--- src/rtl/pmev_pkg.sv ---
package pmev_pkg;

    // Event bit positions shared by status and enable halves
    localparam int EVB_TMR = 0;
    localparam int EVB_GL  = 5;
    localparam int EVB_PB  = 8;
    localparam int EVB_RTC = 10;

    localparam logic [15:0] EV_MASK = 16'h0521;

    // Dword index inside the window
    localparam int WD_EVT     = 0;
    localparam int WD_CTRL    = 1;
    localparam int WD_TMR     = 2;
    localparam int WD_GPE_STS = 8;
    localparam int WD_GPE_EN  = 9;
    localparam int WD_SMI_EN  = 12;
    localparam int WD_SMI_STS = 13;
    localparam int WD_SMI_LO  = 12;
    localparam int WD_SMI_HI  = 15;

    typedef struct packed {
        logic tmr;
        logic gl;
        logic pb;
        logic rtc;
    } ev_pulse_t;

    typedef struct packed {
        logic evt;
        logic ctrl;
        logic gpe_sts;
        logic gpe_en;
        logic smi_en;
    } wr_sel_t;

    function automatic logic [31:0] lane_mask(input logic [3:0] be);
        logic [31:0] m;
        for (int i = 0; i < 4; i++) begin
            m[8*i +: 8] = {8{be[i]}};
        end
        return m;
    endfunction

    function automatic logic [15:0] ev_vector(input ev_pulse_t p);
        logic [15:0] v;
        v = '0;
        v[EVB_TMR] = p.tmr;
        v[EVB_GL]  = p.gl;
        v[EVB_PB]  = p.pb;
        v[EVB_RTC] = p.rtc;
        return v;
    endfunction

endpackage

--- src/rtl/pmev_timer.sv ---
module pmev_timer #(
    parameter int TMR_W = 24
) (
    input  logic             clk,
    input  logic             rst,
    input  logic             tick,
    input  logic             armed,
    output logic [TMR_W-1:0] count,
    output logic             ovf
);
    // top bit toggles on the tick that carries out of the lower bits
    logic carry_low;
    assign carry_low = &count[TMR_W-2:0];
    assign ovf       = tick & armed & carry_low;

    always_ff @(posedge clk) begin
        if (rst) begin
            count <= '0;
        end else if (tick) begin
            count <= count + 1'b1;
        end
    end
endmodule

--- src/rtl/pmev_evregs.sv ---
module pmev_evregs
    import pmev_pkg::*;
(
    input  logic        clk,
    input  logic        rst,
    input  logic        wr_evt,
    input  logic        wr_ctrl,
    input  logic [3:0]  be,
    input  logic [31:0] wdata,
    input  ev_pulse_t   pulses,
    output logic [15:0] sts,
    output logic [15:0] en,
    output logic [15:0] ctrl,
    output logic [15:0] clr,
    output logic        tmr_armed,
    output logic        sci
);
    logic [31:0] m;
    logic [15:0] setv;
    logic [15:0] sts_n;
    logic [15:0] en_n;
    logic [15:0] ctrl_n;

    assign m    = lane_mask(be);
    assign setv = ev_vector(pulses);
    // write-one-to-clear on enabled lanes, a set in the same cycle wins
    assign clr  = wr_evt ? (wdata[15:0] & m[15:0]) : 16'h0000;

    always_comb begin
        sts_n = ((sts & ~clr) | setv) & EV_MASK;
        en_n  = en;
        if (wr_evt) begin
            en_n = ((en & ~m[31:16]) | (wdata[31:16] & m[31:16])) & EV_MASK;
        end
        ctrl_n = ctrl;
        if (wr_ctrl) begin
            ctrl_n = (ctrl & ~m[15:0]) | (wdata[15:0] & m[15:0]);
        end
    end

    // timer overflow can only be raised while enabled and not yet pending
    assign tmr_armed = en[EVB_TMR] & ~sts[EVB_TMR];

    always_ff @(posedge clk) begin
        if (rst) begin
            sts  <= '0;
            en   <= '0;
            ctrl <= '0;
            sci  <= 1'b0;
        end else begin
            sts  <= sts_n;
            en   <= en_n;
            ctrl <= ctrl_n;
            // registered level from current masked status
            sci  <= |(sts & en & EV_MASK);
        end
    end
endmodule

--- src/rtl/pmev_gpe.sv ---
module pmev_gpe #(
    parameter int GPE_BYTES = 4
) (
    input  logic                   clk,
    input  logic                   rst,
    input  logic                   wr_sts,
    input  logic                   wr_en,
    input  logic [3:0]             be,
    input  logic [31:0]            wdata,
    input  logic [8*GPE_BYTES-1:0] evt,
    output logic [8*GPE_BYTES-1:0] sts,
    output logic [8*GPE_BYTES-1:0] en
);
    // every byte lane is its own register
    for (genvar i = 0; i < GPE_BYTES; i++) begin : g_lane
        logic [7:0] wb;
        logic       hit;
        assign wb  = wdata[8*i +: 8];
        assign hit = be[i];

        always_ff @(posedge clk) begin
            if (rst) begin
                sts[8*i +: 8] <= '0;
                en[8*i +: 8]  <= '0;
            end else begin
                sts[8*i +: 8] <= (sts[8*i +: 8] & ~((wr_sts && hit) ? wb : 8'h00))
                                 | evt[8*i +: 8];
                if (wr_en && hit) begin
                    en[8*i +: 8] <= wb;
                end
            end
        end
    end
endmodule

--- src/rtl/pmev_smi.sv ---
module pmev_smi (
    input  logic        clk,
    input  logic        rst,
    input  logic        wr_en,
    input  logic [3:0]  be,
    input  logic [31:0] wdata,
    input  logic [31:0] evt,
    output logic [31:0] en,
    output logic [31:0] sts
);
    logic full;
    assign full = &be;

    always_ff @(posedge clk) begin
        if (rst) begin
            en  <= '0;
            sts <= '0;
        end else begin
            // only a full dword write lands
            if (wr_en && full) begin
                en <= wdata;
            end
            // bus has no write path into the status word
            sts <= sts | evt;
        end
    end
endmodule

--- src/rtl/pmev_ctrl.sv ---
module pmev_ctrl
    import pmev_pkg::*;
#(
    parameter int ADDR_W    = 16,
    parameter int WIN_LOG2  = 6,
    parameter int TMR_W     = 24,
    parameter int GPE_BYTES = 4
) (
    input  logic                   clk,
    input  logic                   rst,
    input  logic                   tick,
    input  logic                   base_wr,
    input  logic [ADDR_W-1:0]      base_val,
    input  logic [ADDR_W-1:0]      bus_addr,
    input  logic                   bus_rd,
    input  logic                   bus_wr,
    input  logic [3:0]             bus_be,
    input  logic [31:0]            bus_wdata,
    output logic [31:0]            bus_rdata,
    input  logic                   pwrbtn_req,
    input  logic                   rtc_alarm,
    input  logic                   gl_release,
    input  logic [8*GPE_BYTES-1:0] gpe_evt,
    input  logic [31:0]            smi_evt,
    output logic                   sci
);
    localparam int WORD_W   = WIN_LOG2 - 2;
    localparam int GPE_BITS = 8 * GPE_BYTES;

    logic [ADDR_W-1:0] io_base;
    logic              base_ok;
    logic              hit;
    logic [WORD_W-1:0] widx;
    wr_sel_t           wsel;

    logic [15:0]         ev_sts, ev_en, ev_ctrl, ev_clr;
    logic                tmr_armed, tmr_ovf;
    logic [TMR_W-1:0]    tmr_count;
    logic [GPE_BITS-1:0] gpe_sts, gpe_en;
    logic [31:0]         smi_en, smi_sts;
    ev_pulse_t           pulses;

    // base must be window aligned
    assign base_ok = (base_val[WIN_LOG2-1:0] == '0);

    always_ff @(posedge clk) begin
        if (rst) begin
            io_base <= '0;
        end else if (base_wr && base_ok) begin
            io_base <= base_val;
        end
    end

    // window decode
    assign hit  = (io_base != '0)
                  && (bus_addr[ADDR_W-1:WIN_LOG2] == io_base[ADDR_W-1:WIN_LOG2])
                  && (bus_addr[1:0] == 2'b00);
    assign widx = bus_addr[WIN_LOG2-1:2];

    always_comb begin
        wsel         = '0;
        wsel.evt     = bus_wr && hit && (widx == WORD_W'(WD_EVT));
        wsel.ctrl    = bus_wr && hit && (widx == WORD_W'(WD_CTRL));
        wsel.gpe_sts = bus_wr && hit && (widx == WORD_W'(WD_GPE_STS));
        wsel.gpe_en  = bus_wr && hit && (widx == WORD_W'(WD_GPE_EN));
        wsel.smi_en  = bus_wr && hit && (widx == WORD_W'(WD_SMI_EN));
    end

    assign pulses.tmr = tmr_ovf;
    assign pulses.gl  = gl_release;
    assign pulses.pb  = pwrbtn_req;
    assign pulses.rtc = rtc_alarm;

    pmev_evregs u_ev (
        .clk       (clk),
        .rst       (rst),
        .wr_evt    (wsel.evt),
        .wr_ctrl   (wsel.ctrl),
        .be        (bus_be),
        .wdata     (bus_wdata),
        .pulses    (pulses),
        .sts       (ev_sts),
        .en        (ev_en),
        .ctrl      (ev_ctrl),
        .clr       (ev_clr),
        .tmr_armed (tmr_armed),
        .sci       (sci)
    );

    pmev_timer #(.TMR_W(TMR_W)) u_tmr (
        .clk   (clk),
        .rst   (rst),
        .tick  (tick),
        .armed (tmr_armed),
        .count (tmr_count),
        .ovf   (tmr_ovf)
    );

    pmev_gpe #(.GPE_BYTES(GPE_BYTES)) u_gpe (
        .clk    (clk),
        .rst    (rst),
        .wr_sts (wsel.gpe_sts),
        .wr_en  (wsel.gpe_en),
        .be     (bus_be),
        .wdata  (bus_wdata),
        .evt    (gpe_evt),
        .sts    (gpe_sts),
        .en     (gpe_en)
    );

    pmev_smi u_smi (
        .clk   (clk),
        .rst   (rst),
        .wr_en (wsel.smi_en),
        .be    (bus_be),
        .wdata (bus_wdata),
        .evt   (smi_evt),
        .en    (smi_en),
        .sts   (smi_sts)
    );

    // Read mux, same-cycle data
    always_comb begin
        bus_rdata = '0;
        if (bus_rd && hit) begin
            if (widx >= WORD_W'(WD_SMI_LO) && widx <= WORD_W'(WD_SMI_HI)) begin
                // only full dword reads see the SMI words
                if (&bus_be) begin
                    if (widx == WORD_W'(WD_SMI_EN))       bus_rdata = smi_en;
                    else if (widx == WORD_W'(WD_SMI_STS)) bus_rdata = smi_sts;
                end
            end else begin
                case (widx)
                    WORD_W'(WD_EVT):     bus_rdata = {ev_en, ev_sts};
                    WORD_W'(WD_CTRL):    bus_rdata = {16'h0000, ev_ctrl};
                    WORD_W'(WD_TMR):     bus_rdata = 32'(tmr_count);
                    WORD_W'(WD_GPE_STS): bus_rdata = 32'(gpe_sts);
                    WORD_W'(WD_GPE_EN):  bus_rdata = 32'(gpe_en);
                    default:             bus_rdata = '0;
                endcase
            end
        end
    end
endmodule

--- config.mk ---
export PLATFORM = sky130hd
export DESIGN_NAME = pmev_ctrl
export DESIGN_NICKNAME = d
export VERILOG_FILES = /design/src/rtl/pmev_pkg.sv /design/src/rtl/pmev_timer.sv /design/src/rtl/pmev_evregs.sv /design/src/rtl/pmev_gpe.sv /design/src/rtl/pmev_smi.sv /design/src/rtl/pmev_ctrl.sv
export SDC_FILE = /design/constraint.sdc
export NUM_CORES = 1
export LEC_CHECK = 0
export BUFFER_PORTS_ARGS = -buffer_cell sky130_fd_sc_hd__buf_2
export CORE_ASPECT_RATIO = 0.5
export CORE_MARGIN = 2
export CORE_UTILIZATION = 60
export DETAILED_ROUTE_END_ITERATION = 6
export PLACE_DENSITY = 0.88
export SLEW_MARGIN = 40
export SYNTH_ARGS = -nofsm -noshare
export SYNTH_HDL_FRONTEND = slang
export SYNTH_SLANG_ARGS = --single-unit
--- constraint.sdc ---
create_clock -name clk -period 2.9 [get_ports clk]
set_input_delay 0.29 -clock clk [delete_from_list [all_inputs] [get_ports clk]]
set_output_delay 0.29 -clock clk [all_outputs]
set_load 0.05 [all_outputs]
==> flow_summary_export.csv, run 1 <==
group,metric,value,unit
run_status,run_status,"finished, violations left",
run_status,violations,"DRC",
floorplanning,fp.dieArea,15690,um^2
synth,synth-warning-count,0,
synth,synth_nets,1102,
cells_and_area,syn2layout_area_growth,19.46,%
detailed_routing,drt_iter0_markers,1174,
detailed_routing,dr.pass1.iters,7,
worst_setup_path,crit_buf_inv,2,
power_and_ir_drop,power_per_cell_area,521.6,nW/um^2
synth,syn_inst,960,
synth,post_synth_and_or_nand_nor_area_fraction,24.93,%
synth,area_share_of_fa_ha_maj_cells_after_synthesis,0.1424,%
synth,ys_seq_area_share,43.96,%
sta,timing.final.hold_violations,0,
cells_and_area,regArea,3864,um^2
power_and_ir_drop,p_leak,4.272,nW
synth,synth_compound_gate_area_share,16.54,%
clock_network,cts_buffer_depth,2,
worst_setup_path,endpoint_kind,"primary output",
synth,synth.avg_cell_area,9.155,um^2
cells_and_area,mostFrequentLayoutCell,"sky130_fd_sc_hd__dfxtp_1",
floorplanning,die_x,175.2,um
floorplanning,floorplan.initialDensity,61.07,%
worst_setup_path,worstPathRequired,2.61,ns
cells_and_area,layout.cell_area.non_filler,10500,um^2
sta,min_period_over_period,98.30,%
grt,first_global_vias,8042,
synth,ys_seq_elements,193,
synth,asyncSetResetFlopFracSynth,0,%
detailed_routing,drcViolationCount,53,
clock_network,clock_latency,0.44,ns
synth,synth_top_family_by_area,"simple AND/OR/NAND/NOR gates",
synth,synth.area.mux_share,7.289,%
floorplanning,io_pins,174,
place,place.gp.congestion,0.9023,
cells_and_area,finish.utilization,72.96,%
grt,wire_length_of_the_first_global_routing_pass,40440,um
clock_network,clk_pin_slew_worst_paths,0.08,ns
sta,skew,0.01212,ns
clock_network,cts.root.buffer_cell,"sky130_fd_sc_hd__clkbuf_16",
place,placedInstanceArea,9898,um^2
worst_setup_path,worst-setup-path-type,"reg2out",
cells_and_area,fillers,1054,
sta,final_setup_violations,0,
floorplanning,rows,31,
synth,netlist-cell-type-count,47,
worst_setup_path,critical_path_max_stage_delay,0.35,ns
sta,timing.fmax,350.8,MHz
worst_setup_path,critical-path-top-delay-family,"simple AND/OR/NAND/NOR gates",
detailed_routing,avgViaCountPerCell,6.426,
sta,setup-tns-final,0,ns
sta,worst-slew-pin-transition,0.8002,ns
synth,post_synth_xor_area_fraction,3.460,%
worst_setup_path,crit_arrival,2.56,ns
grt,grt_start_max_net_pins,64,
worst_setup_path,cp_max_fo,28,
cells_and_area,antenna_cells_inserted,0,
grt,grt_antenna_before_repair,0,
detailed_routing,wirelength,26310,um
place,post-dp-hpwl,18020,um
cells_and_area,drive_above_1_share,22.92,%
detailed_routing,route.vias.total,8450,
clock_network,cts_made_buffers,17,
grt,total_global_route_track_usage,32.70,%
cells_and_area,finish.net_count,1246,
synth,netlist_area,8788,um^2
cells_and_area,area_of_combinational_cells_with_multiple_inputs,4686,um^2
detailed_routing,route.detailed.wl_per_inst,20.01,um
detailed_routing,detail-route-antenna-nets,0,
min_path,timing.hold.worst.class,"in2reg",
sta,final-max-slew-violation-count,0,
synth,synth_enable_flop_cells,0,
sta,slew-limit-headroom,46.50,%
sta,finalWorstPathRequiredPeriod,2.851,ns
floorplanning,die_h,89.58,um
place,port_buffers,173,
worst_setup_path,crit_chain,"xnor2_1 > nand4_2 > nor3_4 > nand3_1 > buf_6 > a211oi_1 > buf_4",
clock_network,cts_tree,"built",
clock_network,tritoncts_num_sinks,193,
worst_setup_path,cpMaxStageDelayCell,"sky130_fd_sc_hd__dfxtp_1",
run,max_cap_viol_count,0,
clock_network,clock_tree.htree_level_count,4,
power_and_ir_drop,worst_ir_drop_vdd,425.2,uV
synth,dominantRegCellSynth,"sky130_fd_sc_hd__dfxtp_1",
floorplanning,floorplan.core_area,14390,um^2
worst_setup_path,timing.reg2reg.setup_slack,0.62,ns
grt,final_global_route_overflow_total,0,
cells_and_area,final_cell_mix,"sky130_fd_sc_hd__dfxtp_1 (193), sky130_fd_sc_hd__buf_2 (168), sky130_fd_sc_hd__nor2_1 (144)",
worst_setup_path,crit_path_start_kind,"flip-flop",
[where the power goes]
group,total (mW),internal [mW],switching (mW)
Clock,2.28,1.15,1.13
Sequential,2.77,2.72,0.0473
Combinational,0.427,0.184,0.243
[synth_stat cells (all sizes together) (3+ instances only)]
| cell type | instances | share of area [%] |
|---|---|---|
| a22o | 5 | 0.50 |
| a222oi | 31 | 3.5 |
| nor2 | 144 | 6.2 |
| nand2b | 72 | 5.1 |
| a22oi | 6 | 0.51 |
| xor2 | 18 | 1.8 |
| dfxtp | 193 | 44 |
| a211oi | 38 | 3.2 |
| a221oi | 27 | 2.7 |
| and4 | 11 | 1.1 |
| nand3 | 30 | 1.8 |
| nand4 | 33 | 2.5 |
| and2 | 9 | 0.64 |
| mux2i | 64 | 7.3 |
| a21oi | 48 | 2.7 |
| and3 | 9 | 0.64 |
| nor2b | 10 | 0.71 |
| a311oi | 10 | 1.0 |
| o21ai | 21 | 1.2 |
| buf | 17 | 1.1 |
| xnor2 | 15 | 1.7 |
| inv | 3 | 0.13 |
| nor3b | 17 | 1.5 |
| nor4 | 9 | 0.98 |
| nor4b | 4 | 0.71 |
| clkbuf | 57 | 2.4 |
| and4b | 9 | 1.0 |
| o31ai | 12 | 1.0 |
| nand2 | 15 | 0.70 |
| nor3 | 18 | 1.1 |
[through the flow]
stage	hold WS (ns)	total power [mW]	cells	worst slack, ns
floorplan	0.4107	3.032	960	0.004803
global placement	0.4429	3.222	1281	0.5378
detailed placement	0.4528	3.239	1281	0.4660
CTS	0.04742	5.466	1313	0.02032
global route	0.05622	5.628	1315	-0.02682
finish	0.05126	5.476	1315	0.04937
[worst paths after layout]
check                from  cells after the start             to
min           smi_evt[15]                      3  u_smi.sts[15]
min reg2reg  u_smi.en[30]                      2   u_smi.en[30]
max reg2reg   io_base[15]                      6  u_gpe.sts[15]
max           io_base[10]                      7  bus_rdata[18]
[what timing repair did]
| action | CTS | global route |
|---|---|---|
| hold buffers | 0 | 0 |
| gates resized for setup | 1 | 11 |
| pin swaps | 0 | 1 |
| buffers inserted | 0 | 2 |
| gates cloned | 0 | 0 |
| setup endpoints to repair | 1 | 28 |
[cell type report]
class | instances | area share [%]
clock inverter | 14 | 1.180
timing repair buffer | 199 | 10.74
multi-input combinational | 690 | 44.63
clock buffer | 18 | 4.183
tap | 198 | 2.360
sequential | 193 | 36.80
inverter | 3 | 0.1073
[routing by layer]
| metal | up-vias | track usage (%) | part of all wire [%] | routed length [um] |
|---|---|---|---|---|
| li1 | 3846 | - | - | - |
| met1 | 4035 | 41.23 | 41 | 10750 |
| met2 | 486 | 55.62 | 47 | 12320 |
| met3 | 83 | 6.524 | 9.1 | 2397 |
| met4 | 0 | 15.08 | 3.2 | 844 |
| met5 | - | 0 | 0 | 0 |
[kinds of logic after synthesis]
family	Yosys count
AO/OA/AOI/OAI	199
XOR/XNOR	33
adder cells (fa/ha/maj)	1
buffers and inverters	77
flip-flops	193
multiplexers	64
AND/OR/NAND/NOR	393
[tightest hold or removal path, stage by stage]
cell and delay (ns):
sky130_fd_sc_hd__buf_2 0.07, sky130_fd_sc_hd__nor2_1 0.03, sky130_fd_sc_hd__nor2_1 0.07
Note: power is estimated with default switching activity, not from simulation.
==> run 2: changes to the inputs <==
Settings changed: RECOVER_POWER set to 100.
==> flow_summary_export.csv, run 2 (synthesis gave the netlist of run 1 again) <==
group,metric,value,unit
worst_setup_path,crit_chain,"nor4_1 > and4_1 > nor3_4 > nand3_1 > buf_6 > a211oi_1 > buf_4",
detailed_routing,top_layer_in_use,"met4",
sta,worst_slack_on_hold_paths,0.04882,ns
worst_setup_path,cpMaxStageDelayCell,"sky130_fd_sc_hd__nor4_1",
clock_network,cts_buffer_depth,2,
sta,worst-slew-pin-transition,2.297,ns
sta,min_period_over_period,99.11,%
sta,slew-limit-headroom,-53.13,%
cells_and_area,syn2layout_area_growth,19.03,%
run,max_cap_viol_count,1,
floorplanning,fp.dieArea,15690,um^2
worst_setup_path,crit_buf_inv,2,
detailed_routing,drt_iter0_markers,1220,
detailed_routing,route.detailed.wl_per_inst,20.05,um
detailed_routing,detail-route-antenna-nets,0,
sta,setup-tns-final,0,ns
worst_setup_path,cp_max_fo,28,
floorplanning,floorplan.core_area,14390,um^2
power_and_ir_drop,power_per_cell_area,523.4,nW/um^2
power_and_ir_drop,p_leak,4.232,nW
detailed_routing,routed-wl-met2,12270,um
cells_and_area,drive_above_1_share,22.29,%
power_and_ir_drop,power.internal,4.056,mW
clock_network,cts_tree,"built",
place,post-dp-hpwl,18020,um
worst_setup_path,worst-setup-path-type,"reg2out",
min_path,timing.hold.worst.class,"in2reg",
detailed_routing,routed-wl-met3,2508,um
min_path,hold_path_depth,3,
worst_setup_path,worstPathRequired,2.61,ns
power_and_ir_drop,sw_frac_of_total,25.93,%
worst_setup_path,endpoint_kind,"primary output",
power_and_ir_drop,reg_power_share,50.5,%
floorplanning,floorplan.initialDensity,61.07,%
grt,total_global_route_track_usage,32.70,%
grt,wire_length_of_the_first_global_routing_pass,40440,um
grt,first_global_vias,8042,
detailed_routing,avgViaCountPerCell,6.412,
floorplanning,die_h,89.58,um
sta,timing.final.hold_violations,0,
power_and_ir_drop,clock_power_share,41.7,%
power_and_ir_drop,worst_ir_drop_vdd,425.2,uV
clock_network,clk_pin_slew_worst_paths,0.08,ns
floorplanning,io_pins,174,
worst_setup_path,reg2regPathDepth,6,
clock_network,cts.root.buffer_cell,"sky130_fd_sc_hd__clkbuf_16",
worst_setup_path,crit_arrival,2.58,ns
worst_setup_path,critical_path_max_stage_delay,0.49,ns
clock_network,clock_latency,0.45,ns
sta,final_setup_violations,0,
cells_and_area,mostFrequentLayoutCell,"sky130_fd_sc_hd__dfxtp_1",
clock_network,tritoncts_num_sinks,193,
grt,final_global_route_overflow_total,0,
sta,skew,0.01199,ns
sta,rsz_0062_raised_after_global_routing,"no",
run_status,run_status,"finished, violations left",
cells_and_area,final_cell_mix,"sky130_fd_sc_hd__dfxtp_1 (193), sky130_fd_sc_hd__buf_2 (161), sky130_fd_sc_hd__nor2_1 (144)",
grt,grt_antenna_before_repair,0,
cells_and_area,finish.net_count,1246,
worst_setup_path,crit_path_start_kind,"flip-flop",
cells_and_area,finish.utilization,72.70,%
detailed_routing,wirelength,26370,um
worst_setup_path,critical-path-top-delay-family,"simple AND/OR/NAND/NOR gates",
detailed_routing,wirelength_met1,10650,um
power_and_ir_drop,netSwitchingPower,1.420,mW
power_and_ir_drop,total_power,5.476,mW
grt,grt_start_max_net_pins,64,
run_status,violations,"capacitance limit, slew limit",
cells_and_area,antenna_cells_inserted,0,
sta,finalWorstPathRequiredPeriod,2.874,ns
sta,timing.fmax,347.9,MHz
place,port_buffers,173,
power_and_ir_drop,combinationalPowerShare,7.8,%
detailed_routing,route.vias.total,8432,
cells_and_area,number_of_cells_in_the_finished_layout_apart_from_fillers,1315,
floorplanning,rows,31,
detailed_routing,drcViolationCount,0,
worst_setup_path,cp.depth,7,
detailed_routing,dr.pass1.iters,7,
clock_network,clock_tree.htree_level_count,4,
place,place.gp.congestion,0.9023,
sta,final-max-slew-violation-count,58,
clock_network,cts_made_buffers,17,
floorplanning,die_x,175.2,um
place,placedCellCount,1281,
## run 2: cell types whose count changed in the layout (fill, tap and decap cells not counted), moves of 3 or more
| cell | delta |
|---|---|
| sky130_fd_sc_hd__and2_0 | +7 |
| sky130_fd_sc_hd__and2_1 | -7 |
| sky130_fd_sc_hd__buf_2 | -7 |
| sky130_fd_sc_hd__buf_4 | -4 |
| sky130_fd_sc_hd__clkbuf_1 | +3 |
| sky130_fd_sc_hd__clkbuf_2 | +7 |
## run 2: power by group through the flow
| stage | Combinational [mW] | Sequential (mW) | Clock (mW) |
|---|---|---|---|
| 2_1_floorplan | 0.223 | 2.81 | 0 |
| 3_3_place_gp | 0.400 | 2.82 | 0 |
| 3_5_place_dp | 0.414 | 2.82 | 0 |
| 4_1_cts | 0.418 | 2.76 | 2.28 |
| 5_1_grt | 0.461 | 2.77 | 2.40 |
| 6_report | 0.428 | 2.77 | 2.28 |
## run 2: worst reg2reg max path, stage by stage, from the launching register on
cell and delay, ns:
sky130_fd_sc_hd__dfxtp_1 0.35, sky130_fd_sc_hd__xnor2_1 0.24, sky130_fd_sc_hd__nand4_2 0.24, sky130_fd_sc_hd__nor4_1 0.85, sky130_fd_sc_hd__and2_0 0.21, sky130_fd_sc_hd__clkbuf_2 0.48
sky130_fd_sc_hd__mux2i_1 0.30
## run 2: metal layers
metal  up-vias  track usage [%]
met5         -                0
met4         0            15.08
met3        91            6.524
met2       472            55.62
met1      4017            41.23
li1       3852                -
## run 2: final cells by class
type	count	area, um^2
Sequential cell	193	3864
Timing Repair Buffer	199	1116
Clock buffer	18	439.2
Tap cell	198	247.7
Fill cell	1062	3929
Multi-Input combinational cell	690	4659
Inverter	3	11.26
Clock inverter	14	123.9
## run 2: path summary, 6_finish.rpt
path                 startpoint             to  slack [ns]
setup / recovery    io_base[15]   bus_rdata[9]        0.03
hold / removal      smi_evt[13]  u_smi.sts[13]        0.05
setup reg to reg    io_base[10]   u_smi.en[13]        0.15
hold reg to reg   u_smi.sts[23]  u_smi.sts[23]        0.47
## run 2: timing repair
| item | 4_1_cts | 5_1_grt |
|---|---|---|
| endpoints found under the setup margin | 1 | 28 |
| pin swaps | 0 | 1 |
| buffers inserted | 0 | 2 |
| gates resized for setup | 1 | 11 |
| hold buffers | 0 | 0 |
## run 2: per-stage QoR
stage	setup slack (ns)	instance area (um^2)
detailed placement	0.4660	9898
global placement	0.5378	9898
CTS	0.02032	10460
floorplan	0.004803	8808
global route	0.001902	10460
finish	0.02591	10460
